==> config.mk <==
export PLATFORM = sky130hd
export DESIGN_NAME = mref_addr_gen
export DESIGN_NICKNAME = d
export VERILOG_FILES = /design/src/rtl/mref_addr_gen.sv
export SDC_FILE = /design/constraint.sdc
export NUM_CORES = 1
export LEC_CHECK = 0
export BUFFER_PORTS_ARGS = -buffer_cell sky130_fd_sc_hd__buf_2
export CAP_MARGIN = 40
export CORE_MARGIN = 2
export CORE_UTILIZATION = 45
export CTS_CLUSTER_DIAMETER = 80
export DETAILED_ROUTE_END_ITERATION = 12
export PLACE_DENSITY_LB_ADDON = 0.12
export SKIP_LAST_GASP = 1
export SLEW_MARGIN = 40
export SYNTH_ARGS = -nofsm -noshare
export SYNTH_HDL_FRONTEND = slang
export SYNTH_SLANG_ARGS = --single-unit
==> constraint.sdc <==
create_clock -name clk -period 6 [get_ports clk]
set_input_delay 0.9 -clock clk [delete_from_list [all_inputs] [get_ports clk]]
set_output_delay 0.9 -clock clk [all_outputs]
set_load 0.01 [all_outputs]
==> src/rtl/mref_addr_gen.sv <==
module mref_addr_gen #(
  parameter int W = 16
) (
  input  logic         clk,
  input  logic         rst_n,
  input  logic         start,
  input  logic [15:0]  instr,
  input  logic [W-1:0] pc_val,
  input  logic [W-1:0] db_val,
  input  logic [W-1:0] q_val,
  input  logic [W-1:0] sp_val,
  input  logic [W-1:0] x_val,
  output logic         mem_rd_en,
  output logic [W-1:0] mem_addr,
  input  logic [W-1:0] mem_rdata,
  output logic         done,
  output logic [W-1:0] ea
);
  typedef enum logic [1:0] {S_IDLE, S_CALC, S_WAIT} state_t;
  state_t st;

  logic [15:0]  ir;
  logic [W-1:0] pc_r, db_r, q_r, sp_r, x_r;
  logic [W-1:0] direct, post;

  wire accept = start && st == S_IDLE;
  wire ind    = ir[10];
  assign post = ir[11] ? x_r : '0;

  always_comb begin
    casez (ir[9:6])
      4'b00??: direct = pc_r + {{(W-8){1'b0}}, ir[7:0]};
      4'b01??: direct = pc_r - {{(W-8){1'b0}}, ir[7:0]};
      4'b10??: direct = db_r + {{(W-8){1'b0}}, ir[7:0]};
      4'b110?: direct = q_r  + {{(W-7){1'b0}}, ir[6:0]};
      4'b1110: direct = q_r  - {{(W-6){1'b0}}, ir[5:0]};
      default: direct = sp_r - {{(W-6){1'b0}}, ir[5:0]};
    endcase
  end

  assign mem_rd_en = st == S_CALC && ind;
  assign mem_addr  = direct;

  always_ff @(posedge clk or negedge rst_n) begin
    if (!rst_n) begin
      st <= S_IDLE; done <= 1'b0; ea <= '0; ir <= '0;
      pc_r <= '0; db_r <= '0; q_r <= '0; sp_r <= '0; x_r <= '0;
    end else begin
      done <= 1'b0;
      case (st)
        S_IDLE: if (accept) begin
          ir <= instr; pc_r <= pc_val; db_r <= db_val;
          q_r <= q_val; sp_r <= sp_val; x_r <= x_val;
          st <= S_CALC;
        end
        S_CALC: if (ind) st <= S_WAIT;
        else begin
          ea <= direct + post; done <= 1'b1; st <= S_IDLE;
        end
        default: begin
          ea <= db_r + mem_rdata + post; done <= 1'b1; st <= S_IDLE;
        end
      endcase
    end
  end

  a_r10_done_single: assert property (@(posedge clk) disable iff (!rst_n)
    done |=> !done);
  a_r10_no_done_after_accept: assert property (@(posedge clk) disable iff (!rst_n)
    accept |=> !done);
  a_r8_read_single: assert property (@(posedge clk) disable iff (!rst_n)
    mem_rd_en |=> !mem_rd_en);
  a_r8_read_then_done: assert property (@(posedge clk) disable iff (!rst_n)
    mem_rd_en |-> ##2 done);
  a_r11_busy_hold: assert property (@(posedge clk) disable iff (!rst_n)
    (start && st != S_IDLE) |=> $stable(ir) && $stable(db_r) && $stable(x_r));
  a_r8_no_read_with_done: assert property (@(posedge clk) disable iff (!rst_n)
    done |-> !mem_rd_en);
endmodule

Yosys cells after proc, flatten, opt, wreduce, memory -nomap -nowiden
Index checks and enable logic that the tools add are counted.
{ "word_totals": {"register_bits": 111, "output_inout_bits": 34, "word_cells": 41} }
{ "op_classes": {"n_addsub": 9, "n_eq_ne": 7, "n_mux": 9, "bitwise_logic": 1, "reduce_logical": 6} }
{ "ops": {"columns": ["cell", "n"], "rows": [
  ["16-bit case mux with 5 select lines", 1],
  ["16-bit adder", 3],
  ["16-bit by 8-bit adder with 16-bit output", 2],
  ["16-bit two-way mux", 2],
  ["16-bit case mux with 2 select lines", 1],
  ["16-bit by 6-bit subtractor with 16-bit output", 2],
  ["16-bit by 7-bit adder with 16-bit output", 1],
  ["16-bit by 8-bit subtractor with 16-bit output", 1],
  ["2-bit by 1-bit == test with 1-bit output (second input constant)", 2],
  ["4-bit == test (second input constant)", 1],
  ["2-bit zero test", 2],
  ["2-bit two-way mux", 2],
  ["2-bit inequality test (second input constant)", 2],
  ["2-bit case mux with 2 select lines", 1],
  ["2-bit AND reduction", 2],
  ["3-bit == test (second input constant)", 1],
  ["2-bit == test (second input constant)", 1],
  ["1-bit logical AND", 2],
  ["1-bit case mux with 2 select lines", 1],
  ["1-bit two-way mux", 1],
  ["1-bit NOT", 1]
]} }

Longest topological paths before layout
Gate-level depths: netlist (run 1).
{ "depth": {"ltp_word": 5, "mapped_depth": 27} }

Least setup slack after synthesis (run 1)
No wires, ideal clock.
{ "synth_path": {"path_type": "register to register", "from": "register ir[9]", "to": "register ea[14]", "setup_ns": 0.099, "arrival_time_ns": 4.952, "path_slack_ns": 0.948, "path_stages_with_launch": 27, "synth_period_minus_slack_ns": 5.052, "cell_sequence": "dfrtp_1 > buf_2 > nand2b_1 > buf_4 > clkbuf_1 > nand2_1 > o21ai_0 > ha_1 > inv_1 > fa_1 > nor2b_1 > o21ai_0 > a21boi_1 > o21ai_0 > a21oi_1 > nand2_1 > xor2_1 > a222oi_1 > o21ai_0 > ha_1 > or2_2 > a21oi_1 > a31oi_1 > a21o_1 > a21oi_1 > xor2_1 > a311oi_1"} }
{ "synth_between": {"elab_chain_len": 5, "word_cells_on_any_way": 9, "classes_between": "add/sub: 1; eq/ne: 4; mux: 3; reduce/logical: 1"} }
{ "synth_lines": {"columns": ["item", "line_no", "source"], "rows": [
  ["from (decl)", "22", "logic [15:0] ir;"],
  ["from (signal assigned)", "52", "ir <= instr; pc_r <= pc_val; db_r <= db_val;"],
  ["4-bit == test, or another cell as far along", "31", "casez (ir[9:6])"],
  ["16-bit case mux with 5 select lines (*)", "31", null],
  ["net mem_addr[10]", "14", "output logic [W-1:0] mem_addr,"],
  ["16-bit adder (*)", "58", "ea <= direct + post; done <= 1'b1; st <= S_IDLE;"],
  ["16-bit two-way mux (*)", "56", "S_CALC: if (ind) st <= S_WAIT;"],
  ["16-bit case mux with 2 select lines (*)", "50", "case (st)"],
  ["to (signal assigned)", "46", "st <= S_IDLE; done <= 1'b0; ea <= '0; ir <= '0;"],
  ["to (signal assigned)", "58", null],
  ["to (signal assigned)", "61", "ea <= db_r + mem_rdata + post; done <= 1'b1; st <= S_IDLE;"],
  ["to (decl)", "17", "output logic [W-1:0] ea"]
]} }
The timed path passes the listed nets; every way through them passes the cells marked *. The select of a mux whose other input is x is not followed.
A chain may end at the register's enable or synchronous reset.

Worst setup path in the final report (run 1)
{ "layout_path": {"from": "register ir[8]", "to": "register ea[13]"} }
{ "layout_between": {"elab_chain_len": 5, "word_cells_on_any_way": 9, "classes_between": "add/sub: 1; eq/ne: 4; mux: 3; reduce/logical: 1"} }
{ "layout_lines": {"columns": ["item", "line_no"], "rows": [
  ["4-bit == test, or another cell as far along", "31"],
  ["16-bit case mux with 5 select lines (*)", "31"],
  ["16-bit adder (*)", "58"],
  ["16-bit two-way mux (*)", "56"],
  ["16-bit case mux with 2 select lines (*)", "50"]
]} }
Every way passes the cells marked *; elsewhere a longest branch is shown, timed or not. The select of a mux whose other input is x is not followed.

==> results of run 1 <==
[per-stage QoR]
stage | std cells | power, mW | area (sq um) | utilization (%)
floorplan | 902 | 3.62 | 8660 | -
CTS | 1274 | 5.18 | 9930 | 52.9
finish | 1274 | 5.15 | 9930 | 52.9
global route | 1274 | 5.61 | 9930 | 52.9
global placement | 1258 | 4.47 | 9610 | 51.2
detailed placement | 1258 | 4.49 | 9610 | 51.2
[critical path, cell delays in order (launching register included)]
cell and delay [ns]:
sky130_fd_sc_hd__dfrtp_1 0.34, sky130_fd_sc_hd__buf_4 0.26, sky130_fd_sc_hd__and3_1 0.34, sky130_fd_sc_hd__nand2_1 0.24, sky130_fd_sc_hd__a21oi_1 0.29, sky130_fd_sc_hd__ha_1 0.27
sky130_fd_sc_hd__nor2b_1 0.14, sky130_fd_sc_hd__o31ai_1 0.40, sky130_fd_sc_hd__a21oi_1 0.25, sky130_fd_sc_hd__o21ai_1 0.23, sky130_fd_sc_hd__nand2b_1 0.12, sky130_fd_sc_hd__xor2_1 0.18
sky130_fd_sc_hd__a221oi_1 0.37, sky130_fd_sc_hd__o21ai_0 0.23, sky130_fd_sc_hd__ha_1 0.41, sky130_fd_sc_hd__nand3_1 0.11, sky130_fd_sc_hd__nand2_1 0.05, sky130_fd_sc_hd__a41oi_1 0.32
sky130_fd_sc_hd__a21oi_1 0.16, sky130_fd_sc_hd__a31oi_1 0.24, sky130_fd_sc_hd__xor2_1 0.19, sky130_fd_sc_hd__nor3_1 0.06, sky130_fd_sc_hd__a221o_1 0.28
[flip-flops by register name (all words and copies together) (netlist names)]
register,flops
db_r,16
done,1
ea,16
ir,12
pc_r,16
q_r,16
sp_r,16
st,2
x_r,16
[Yosys cell counts, types with 3 or more instances]
cell type,count
sky130_fd_sc_hd__a221oi_1,3
sky130_fd_sc_hd__and2_1,14
sky130_fd_sc_hd__o21ai_1,11
sky130_fd_sc_hd__nor2b_1,18
sky130_fd_sc_hd__o22ai_1,5
sky130_fd_sc_hd__clkbuf_1,24
sky130_fd_sc_hd__o31ai_1,7
sky130_fd_sc_hd__a22oi_1,3
sky130_fd_sc_hd__a21o_1,16
sky130_fd_sc_hd__o21ai_0,54
sky130_fd_sc_hd__nand3b_1,3
sky130_fd_sc_hd__a21oi_1,61
sky130_fd_sc_hd__a311oi_1,6
sky130_fd_sc_hd__mux2i_1,10
sky130_fd_sc_hd__nor2_1,60
sky130_fd_sc_hd__dfrtp_1,111
sky130_fd_sc_hd__o21a_1,15
sky130_fd_sc_hd__xor2_1,36
sky130_fd_sc_hd__nor3_1,26
sky130_fd_sc_hd__nand2_1,60
sky130_fd_sc_hd__a211oi_1,11
sky130_fd_sc_hd__and3_1,5
sky130_fd_sc_hd__nand2b_1,13
sky130_fd_sc_hd__mux2_2,86
sky130_fd_sc_hd__nand3_1,14
sky130_fd_sc_hd__a211o_1,3
sky130_fd_sc_hd__or3_1,5
sky130_fd_sc_hd__fa_1,21
sky130_fd_sc_hd__ha_1,69
sky130_fd_sc_hd__a31oi_1,6
sky130_fd_sc_hd__or4_1,3
sky130_fd_sc_hd__inv_1,36
sky130_fd_sc_hd__xnor2_1,38
sky130_fd_sc_hd__o221ai_1,4
[logic make-up (layout without fill, tap and decap cells)]
| family | after synthesis | count (layout) |
|---|---|---|
| compound gates | 226 | 226 |
| xor+xnor | 74 | 74 |
| fa+ha+maj | 90 | 90 |
| buf+inv | 68 | 206 |
| flops | 111 | 111 |
| mux | 96 | 96 |
| simple gates | 237 | 237 |
[path summary, 6_finish.rpt]
kind,depth (start not counted),slack [ns],end,start
setup / recovery,22,0.41,ea[13],ir[8]
hold / removal,2,0.48,ea[1],ea[1]
setup reg to reg,22,0.41,ea[13],ir[8]
hold reg to reg,2,0.48,ea[1],ea[1]
max in group asynchronous,2,4.42,x_r[13],rst_n
min in group asynchronous,1,0.56,q_r[1],rst_n
[layout make-up]
type	instances	area, sq um	area share, %
clock buffer	9	225	2.27
clock inverter	7	95.1	0.957
inverter	38	143	1.44
multi-input combinational	723	5610	56.5
sequential	111	2780	28.0
tap	234	293	2.95
timing repair buffer	152	791	7.96
[layer usage]
metal / vias up / global-route usage, % / wire [um]
met3: 12 / 3.35 / 879
met1: 3348 / 32.3 / 11100
met5: - / 0 / 0
met2: 158 / 35.8 / 10300
li1: 3505 / - / -
met4: 0 / 4.22 / 178
[power breakdown]
| part | switching [mW] | internal (mW) |
|---|---|---|
| sequential | 0.209 | 0.961 |
| combinational | 1.83 | 1.48 |
| clock | 0.300 | 0.368 |
==> results.cfg, run 1 <==
[run_status]
outcome = finished clean

[clocking]
buffer_type_at_the_clock_tree_root = sky130_fd_sc_hd__clkbuf_16
cts-root-to-sink-buffers = 2
cts_buffers = 9
clock_transition_time_at_the_flip_flop_clock_pins_of_the_worst_setup_and_hold_paths_ns = 0.08
post-cts-setup-buffers = 0
h-tree-depth = 3
clock_latency_at_the_later_pin_of_the_worst_skew_pair_ns = 0.36
postCtsResizedCells = 0
cts_tree = yes
postCtsHoldBufs = 0
tritoncts_num_sinks = 111

[power_and_ir_drop]
ir_drop_mv = 0.252
power_per_cell_area_mw_per_mm2 = 519
cellLeakagePower_nw = 4.50

[die]
number_of_placement_rows = 50
floorplan.die_area_sq_mm = 0.0204
chipWidth_um = 143
initial_utilization_pct = 46.1
ioPinCount = 149
core-area_sq_mm = 0.0188
die-height_um = 143

[setup_path]
cp-start-kind = flip-flop
timing.setup.critical_path_class = flip-flop to flip-flop
crit_fanout = 22
arrival_worst_endpoint_ns = 5.84
cp_data_required_time_ns = 6.25
endpoint_kind = flip-flop

[cells_and_area]
antenna-diode-count = 0
mostFrequentLayoutCell = sky130_fd_sc_hd__buf_2
final_cell_mix = sky130_fd_sc_hd__buf_2, sky130_fd_sc_hd__dfrtp_1, sky130_fd_sc_hd__mux2_2
fin_nets = 1240
syn_to_final_growth_pct = 14.7
layout_fillers = 1797
final_layout_size_suffix_gt1_share_pct = 26.0

[global_routing]
grt_pass1_wl_mm = 35.0
grt_max_degree = 78
antenna_violations_before_repair = 0
grt.overflow.total = 0
grt_usage_pct = 22.3
number_of_global_route_vias_before_repair = 6528

[drt]
detail_route.vias_per_cell = 5.51
wl_per_cell_um = 17.7
finalWirelength_mm = 22.5
vias = 7023
drt-pass1-iter-count = 7
routed_antenna_nets = 0
detailedRoute.firstIterationViolations = 316
drc_errors = 0

[placement]
placement.io_buffers = 144
pre_cts_slack_ns = 0.522
dpl.hpwl_mm = 17.8
routabilityCongestion = 0.853

[sta]
worst_clock_skew_ns = 0.0120
relSlewSlack_pct = 53.2
timing.final.ws_setup_ns = 0.410
fin_setup_tns_ns = 0
final_period_minus_worst_setup_slack_ns = 5.59
max_clock_freq_ghz = 0.179
slew_viols_final = 0
setup-violations-final = 0
grt_setup_unrepaired = false
whs_ns = 0.485
finalHoldViolations = 0
timing.final.crit_share_pct = 93.2
worst_tran_pin_value_ns = 0.701

[synth]
combinational_family_with_the_most_area_after_synthesis = compound AO/OA/AOI/OAI gates
post_synth_and_or_nand_nor_area_fraction_pct = 13.4
ys_warn_count = 0
syn_nets = 1107
synth-async-reset-ratio_pct = 100
synth-xor-area-share_pct = 7.49
synth_area_leaders = sky130_fd_sc_hd__dfrtp_1, sky130_fd_sc_hd__mux2_2, sky130_fd_sc_hd__ha_1
netlist.top_cell.by_area = sky130_fd_sc_hd__dfrtp_1
synth_area_per_cell_sq_um = 9.60
synth_seq_area_share_pct = 32.1
synth_top_area_share_pct = 32.1
syn_area_sq_mm = 0.00866
yosys.cell_types.count = 70
synth_flop_cell = sky130_fd_sc_hd__dfrtp_1
synth-edff-count = 0
postSynthCellCount = 902
yosys-mux-area-fraction_pct = 12.3
adder_cell_area_share_of_the_yosys_netlist_pct = 14.8
synthesis_stage_register_bit_count = 111
synth_compound_gate_area_share_pct = 16.6

[job]
max-cap-violations = 0

[min_path]
hold_path.class = flip-flop to flip-flop
(Power assumes the default switching activity.)
==> run 2: changes to the inputs <==
--- a/config.mk
+++ b/config.mk
@@ -7,6 +7,7 @@
 export LEC_CHECK = 0
 export BUFFER_PORTS_ARGS = -buffer_cell sky130_fd_sc_hd__buf_2
 export CAP_MARGIN = 40
+export CORE_ASPECT_RATIO = 0.75
 export CORE_MARGIN = 2
 export CORE_UTILIZATION = 45
 export CTS_CLUSTER_DIAMETER = 80
==> run 2 against run 1 <==
Effect of this change:
- sequential share of layout area is 0.064 points higher
- utilization is 0.16 points higher
- maximum frequency is 0.86% higher
- combinational power hardly changed
- clock power is 12% lower
- hold slack worse by 0.0047 ns
- die area hardly changed
- global-route usage is 0.88 points higher
- wire length is 0.24% higher
- count of clock-buffer cells in the layout is 1 higher
- critical endpoint unchanged
==> results.cfg, run 2 (synthesized netlist as in run 1, its figures left out) <==
[die]
ioPinCount = 149
chipWidth_um = 164
die-height_um = 124
initial_utilization_pct = 46.4
core-area_sq_mm = 0.0187
number_of_placement_rows = 43
floorplan.die_area_sq_mm = 0.0204

[global_routing]
grt_usage_pct = 23.2
antenna_violations_before_repair = 0
gr_util_met2_pct = 33.9
grt_max_degree = 97
grt.overflow.total = 0
grt_pass1_wl_mm = 36.2
grt.busiest_layer = met1
met1_usage_pct = 35.2
number_of_global_route_vias_before_repair = 6760
grt.met3_usage_pct = 4.60

[placement]
routabilityCongestion = 0.850
placement.io_buffers = 144
cell_area_after_placement_sq_mm = 0.00963
dp_cells = 1269
dpl.hpwl_mm = 17.9

[clocking]
tritoncts_num_sinks = 111
postCtsHoldBufs = 0
cts-root-to-sink-buffers = 2
cts_tree = yes
h-tree-depth = 3
clock_latency_at_the_later_pin_of_the_worst_skew_pair_ns = 0.37
buffer_type_at_the_clock_tree_root = sky130_fd_sc_hd__clkbuf_16
cts_buffers = 9
clock_transition_time_at_the_flip_flop_clock_pins_of_the_worst_setup_and_hold_paths_ns = 0.08

[cells_and_area]
mostFrequentLayoutCell = sky130_fd_sc_hd__buf_2
antenna-diode-count = 0
final_layout_size_suffix_gt1_share_pct = 25.7
final_cell_mix = sky130_fd_sc_hd__buf_2, sky130_fd_sc_hd__dfrtp_1, sky130_fd_sc_hd__mux2_2
fin_cells = 1284
fin_area_sq_mm = 0.00991
finalCoreUtilization_pct = 53.1
fin_nets = 1238
syn_to_final_growth_pct = 14.5

[sta]
setup-violations-final = 0
max_clock_freq_ghz = 0.180
worst_clock_skew_ns = 0.00937
worst_tran_pin_value_ns = 0.800
finalHoldViolations = 0
relSlewSlack_pct = 46.0
slew_viols_final = 0
timing.final.crit_share_pct = 92.4
final_period_minus_worst_setup_slack_ns = 5.54
grt_setup_unrepaired = false
fin_setup_tns_ns = 0

[setup_path]
worstReg2RegStart = ir[8]
cp_slowest_stage_delay_ns = 0.41
critPathMostFrequentCell = sky130_fd_sc_hd__a21oi_1
ff2ff_path_depth = 22
arrival_worst_endpoint_ns = 5.79
critPathBufInv = 1
capture_instance_of_the_worst_register_to_register_path = ea[13]
timing.setup.critical_path_class = flip-flop to flip-flop
sequence_of_cells_on_the_critical_path = buf_4 > and3_1 > nand2_1 > a21oi_1 > ha_1 > nor2b_1 > o31ai_1 > a21oi_1 > o21ai_1 > nand2b_1 > xor2_1 > a221oi_1 > o21ai_0 > ha_1 > nand3_1 > nand2_1 > a41oi_1 > a21oi_1 > a31oi_1 > xor2_1 > nor3_1 > a221o_1
cp-start-kind = flip-flop
cp_slowest_cell = sky130_fd_sc_hd__ha_1
endpoint_kind = flip-flop
crit_fanout = 22
path_delay_family = compound AO/OA/AOI/OAI gates
cp_data_required_time_ns = 6.25
ff2ff_setup_slack_ns = 0.46

[power_and_ir_drop]
cellLeakagePower_nw = 4.47
power.share.clock_pct = 11.6
power_report.internal_total_mw = 2.73
ir_drop_mv = 0.269
power_per_cell_area_mw_per_mm2 = 514
power.share.sequential_pct = 23.1
power.share.combinational_pct = 65.4
finalPower_mw = 5.09
net_switching_fraction_of_the_power_pct = 46.4
power_switching_mw = 2.36

[drt]
routed_antenna_nets = 0
drc_errors = 0
vias = 7114
finalWirelength_mm = 22.6
wl_per_cell_um = 17.6
detailedRoute.firstIterationViolations = 621
detail_route.vias_per_cell = 5.54
drt-pass1-iter-count = 5

[run_status]
outcome = finished clean

[min_path]
hold_path.class = primary input to asynchronous set/reset pin

[job]
max-cap-violations = 0
run 2: changes by cell type in the layout (fill, tap and decap cells not counted), sizes merged:
cell | previous run | this run
clkinv | 4 | 2
buf | 152 | 150
clkinvlp | 1 | 2
inv | 38 | 39
bufinv | 2 | 0
clkbuf | 9 | 10
run 2: what timing repair did:
action	in CTS	in global routing
setup endpoints to repair	0	2
resized for setup	0	1
buffers inserted	0	0
run 2: final cells by class:
type,count,area (sq um)
tap,247,309
multi-input combinational,723,5630
clock inverter,5,43.8
fill,1817,8760
inverter,38,143
sequential,111,2780
timing repair buffer,150,785
clock buffer,10,229
run 2: power by group through the flow:
| stage | logic (mW) | clock network, mW | registers [mW] |
|---|---|---|---|
| after floorplan | 2.49 | 0 | 1.13 |
| after global placement | 3.27 | 0 | 1.19 |
| after detailed placement | 3.29 | 0 | 1.19 |
| after CTS | 3.32 | 0.607 | 1.18 |
| after global routing | 3.75 | 0.632 | 1.21 |
| final | 3.33 | 0.589 | 1.17 |
run 2: metal layers:
| layer | up-vias | part of all wire (%) |
|---|---|---|
| met1 | 3376 | 52 |
| met5 | - | 0 |
| met2 | 228 | 40 |
| met3 | 24 | 6.6 |
| li1 | 3486 | - |
| met4 | 0 | 1.2 |
run 2: how the worst max path moves through the flow:
| stage | start | to | slack [ns] | cells after the start |
|---|---|---|---|---|
| floorplan | ir[9] | ea[14] | 0.95 | 26 |
| finish | ir[8] | ea[13] | 0.46 | 22 |
| global route | ir[8] | ea[13] | 0.05 | 22 |
| CTS | ir[8] | ea[13] | 0.54 | 22 |
| detailed placement | ir[8] | ea[13] | 0.59 | 22 |
| global placement | ir[8] | ea[13] | 0.65 | 22 |
run 2: per-stage QoR:
| stage | hold WS (ns) | setup slack, ns |
|---|---|---|
| finish | 0.480 | 0.458 |
| global route | 0.527 | 0.0532 |
| CTS | 0.493 | 0.539 |
| detailed placement | 0.475 | 0.588 |
| global placement | 0.478 | 0.645 |
| floorplan | 0.473 | 0.948 |
==> run 3: changes to the inputs <==
--- a/config.mk
+++ b/config.mk
@@ -13,6 +13,7 @@
 export CTS_CLUSTER_DIAMETER = 80
 export DETAILED_ROUTE_END_ITERATION = 12
 export PLACE_DENSITY_LB_ADDON = 0.12
+export RECOVER_POWER = 25
 export SKIP_LAST_GASP = 1
 export SLEW_MARGIN = 40
 export SYNTH_ARGS = -nofsm -noshare
==> run 3 against run 2 <==
Effect of this change:
- the flow now finishes with violations (capacitance limit, slew limit)
- power about the same
- wire length about the same
- critical path depth is the same
- critical endpoint unchanged
- largest power group unchanged
- design area decreased by 0.21%
- hold slack better by 0.0064 ns
- non-clock buffer count unchanged
- via count fell by 0.56%
- setup slack better by 0.021 ns
- largest cell class unchanged
- sequential share of layout area increased by 0.060 points
- count of clock-buffer cells in the layout unchanged
- critical path type unchanged
- maximum frequency up 0.38%
==> results.cfg, run 3 (synthesized netlist as in run 1, its figures left out) <==
[run_status]
outcome = complete, but fails checks
failed_checks = capacitance limit, slew limit

[clocking]
cts-root-to-sink-buffers = 2
h-tree-depth = 3
tritoncts_num_sinks = 111
clock_transition_time_at_the_flip_flop_clock_pins_of_the_worst_setup_and_hold_paths_ns = 0.08
buffer_type_at_the_clock_tree_root = sky130_fd_sc_hd__clkbuf_16
clock_latency_at_the_later_pin_of_the_worst_skew_pair_ns = 0.37
post-cts-setup-buffers = 0
cts_tree = yes
cts_buffers = 9

[sta]
final_period_minus_worst_setup_slack_ns = 5.52
worst_tran_pin_value_ns = 3.23
fin_setup_tns_ns = 0
slew_viols_final = 73
worst_clock_skew_ns = 0.00760
relSlewSlack_pct = -116
grt_setup_unrepaired = false
setup-violations-final = 0
timing.final.ws_setup_ns = 0.479
timing.final.crit_share_pct = 92.0
finalHoldViolations = 0
max_clock_freq_ghz = 0.181

[min_path]
hold_start = ea[11]
whs_path_depth = 2
holdPathEnd = ea[11]
hold_path.class = flip-flop to flip-flop

[global_routing]
met1_usage_pct = 35.2
grt.met3_usage_pct = 4.60
number_of_global_route_vias_before_repair = 6760
antenna_violations_before_repair = 0
gr_util_met2_pct = 33.9
grt_max_degree = 97
grt.overflow.total = 0
grt.busiest_layer = met1
grt_usage_pct = 23.2
grt_pass1_wl_mm = 36.2

[die]
core-area_sq_mm = 0.0187
initial_utilization_pct = 46.4
chipWidth_um = 164
floorplan.die_area_sq_mm = 0.0204
number_of_placement_rows = 43
die-height_um = 124
ioPinCount = 149

[setup_path]
crit_fanout = 22
arrival_worst_endpoint_ns = 5.77
endpoint_kind = flip-flop
cp-start-kind = flip-flop
ff2ff_setup_slack_ns = 0.48
worstReg2RegStart = ir[8]
worst_setup_path_startpoint = ir[8]
capture_instance_of_the_worst_register_to_register_path = ea[13]
ff2ff_path_depth = 22
timing.setup.critical_path_class = flip-flop to flip-flop
cp_data_required_time_ns = 6.25

[placement]
cell_area_after_placement_sq_mm = 0.00963
dpl.hpwl_mm = 17.9
placement.io_buffers = 144
routabilityCongestion = 0.850
pre_cts_slack_ns = 0.588

[job]
max-cap-violations = 2

[power_and_ir_drop]
ir_drop_mv = 0.269
cellLeakagePower_nw = 4.46
power_per_cell_area_mw_per_mm2 = 515

[drt]
vias = 7074
detail_route.vias_per_cell = 5.51
drt-pass1-iter-count = 8
wl_per_cell_um = 17.6
drc_errors = 0
finalWirelength_mm = 22.6
detailedRoute.firstIterationViolations = 575
routed_antenna_nets = 0

[cells_and_area]
fin_nets = 1238
fin_area_sq_mm = 0.00989
mostFrequentLayoutCell = sky130_fd_sc_hd__buf_2
finalCoreUtilization_pct = 53.0
final_layout_size_suffix_gt1_share_pct = 25.5
antenna-diode-count = 0
layout_fillers = 1817
final_cell_mix = sky130_fd_sc_hd__buf_2, sky130_fd_sc_hd__dfrtp_1, sky130_fd_sc_hd__mux2_2
syn_to_final_growth_pct = 14.2
[run 3: timing repair]
| action | CTS | global route |
|---|---|---|
| setup endpoints to repair | 0 | 2 |
| gates resized for setup | 0 | 1 |
| hold buffers | 0 | 0 |
[run 3: per-layer routing]
layer / wire, um / up-vias
li1: - / 3491
met1: 11700 / 3347
met2: 9190 / 216
met3: 1470 / 20
met5: 0 / -
met4: 225 / 0
[run 3: worst max-delay path by stage]
stage,end
4_1_cts,ea[13]
6_report,ea[13]
3_3_place_gp,ea[13]
5_1_grt,ea[13]
2_1_floorplan,ea[14]
3_5_place_dp,ea[13]
[run 3: worst max-delay path, stage by stage (launching register included)]
cell                       delay [ns]
sky130_fd_sc_hd__dfrtp_1         0.34
sky130_fd_sc_hd__buf_4           0.26
sky130_fd_sc_hd__and3_1          0.34
sky130_fd_sc_hd__nand2_1         0.21
sky130_fd_sc_hd__a21oi_1         0.27
sky130_fd_sc_hd__ha_1            0.26
sky130_fd_sc_hd__nor2b_1         0.14
sky130_fd_sc_hd__o31ai_1         0.35
sky130_fd_sc_hd__a21oi_1         0.23
sky130_fd_sc_hd__o21ai_1         0.22
sky130_fd_sc_hd__nand2b_1        0.11
sky130_fd_sc_hd__xor2_1          0.15
sky130_fd_sc_hd__a221oi_1        0.36
sky130_fd_sc_hd__o21ai_0         0.23
sky130_fd_sc_hd__ha_1            0.42
sky130_fd_sc_hd__nand3_1         0.11
sky130_fd_sc_hd__nand2_1         0.05
sky130_fd_sc_hd__a41oi_1         0.30
sky130_fd_sc_hd__a21oi_1         0.18
sky130_fd_sc_hd__a31oi_1         0.27
sky130_fd_sc_hd__xor2_1          0.21
sky130_fd_sc_hd__nor3_1          0.06
sky130_fd_sc_hd__a221o_1         0.29
[run 3: cell type report]
cell class	instances	area [sq um]	area share [%]
multi-input combinational	723	5610	56.7
sequential	111	2780	28.1
timing repair buffer	150	777	7.86
tap	247	309	3.12
clock buffer	10	229	2.31
inverter	38	143	1.44
clock inverter	5	43.8	0.443
[run 3: per-stage QoR]
stage	power, mW	std cells	hold slack [ns]
2_1_floorplan	3.62	902	0.473
3_3_place_gp	4.45	1269	0.478
3_5_place_dp	4.48	1269	0.475
4_1_cts	5.10	1284	0.493
5_1_grt	5.59	1284	0.527
6_report	5.09	1284	0.487
[run 3: where the power goes]
group	internal [mW]	switching, mW	total (mW)
Clock	0.286	0.306	0.591
Combinational	1.48	1.85	3.33
Sequential	0.961	0.213	1.17
Total	2.73	2.36	5.09
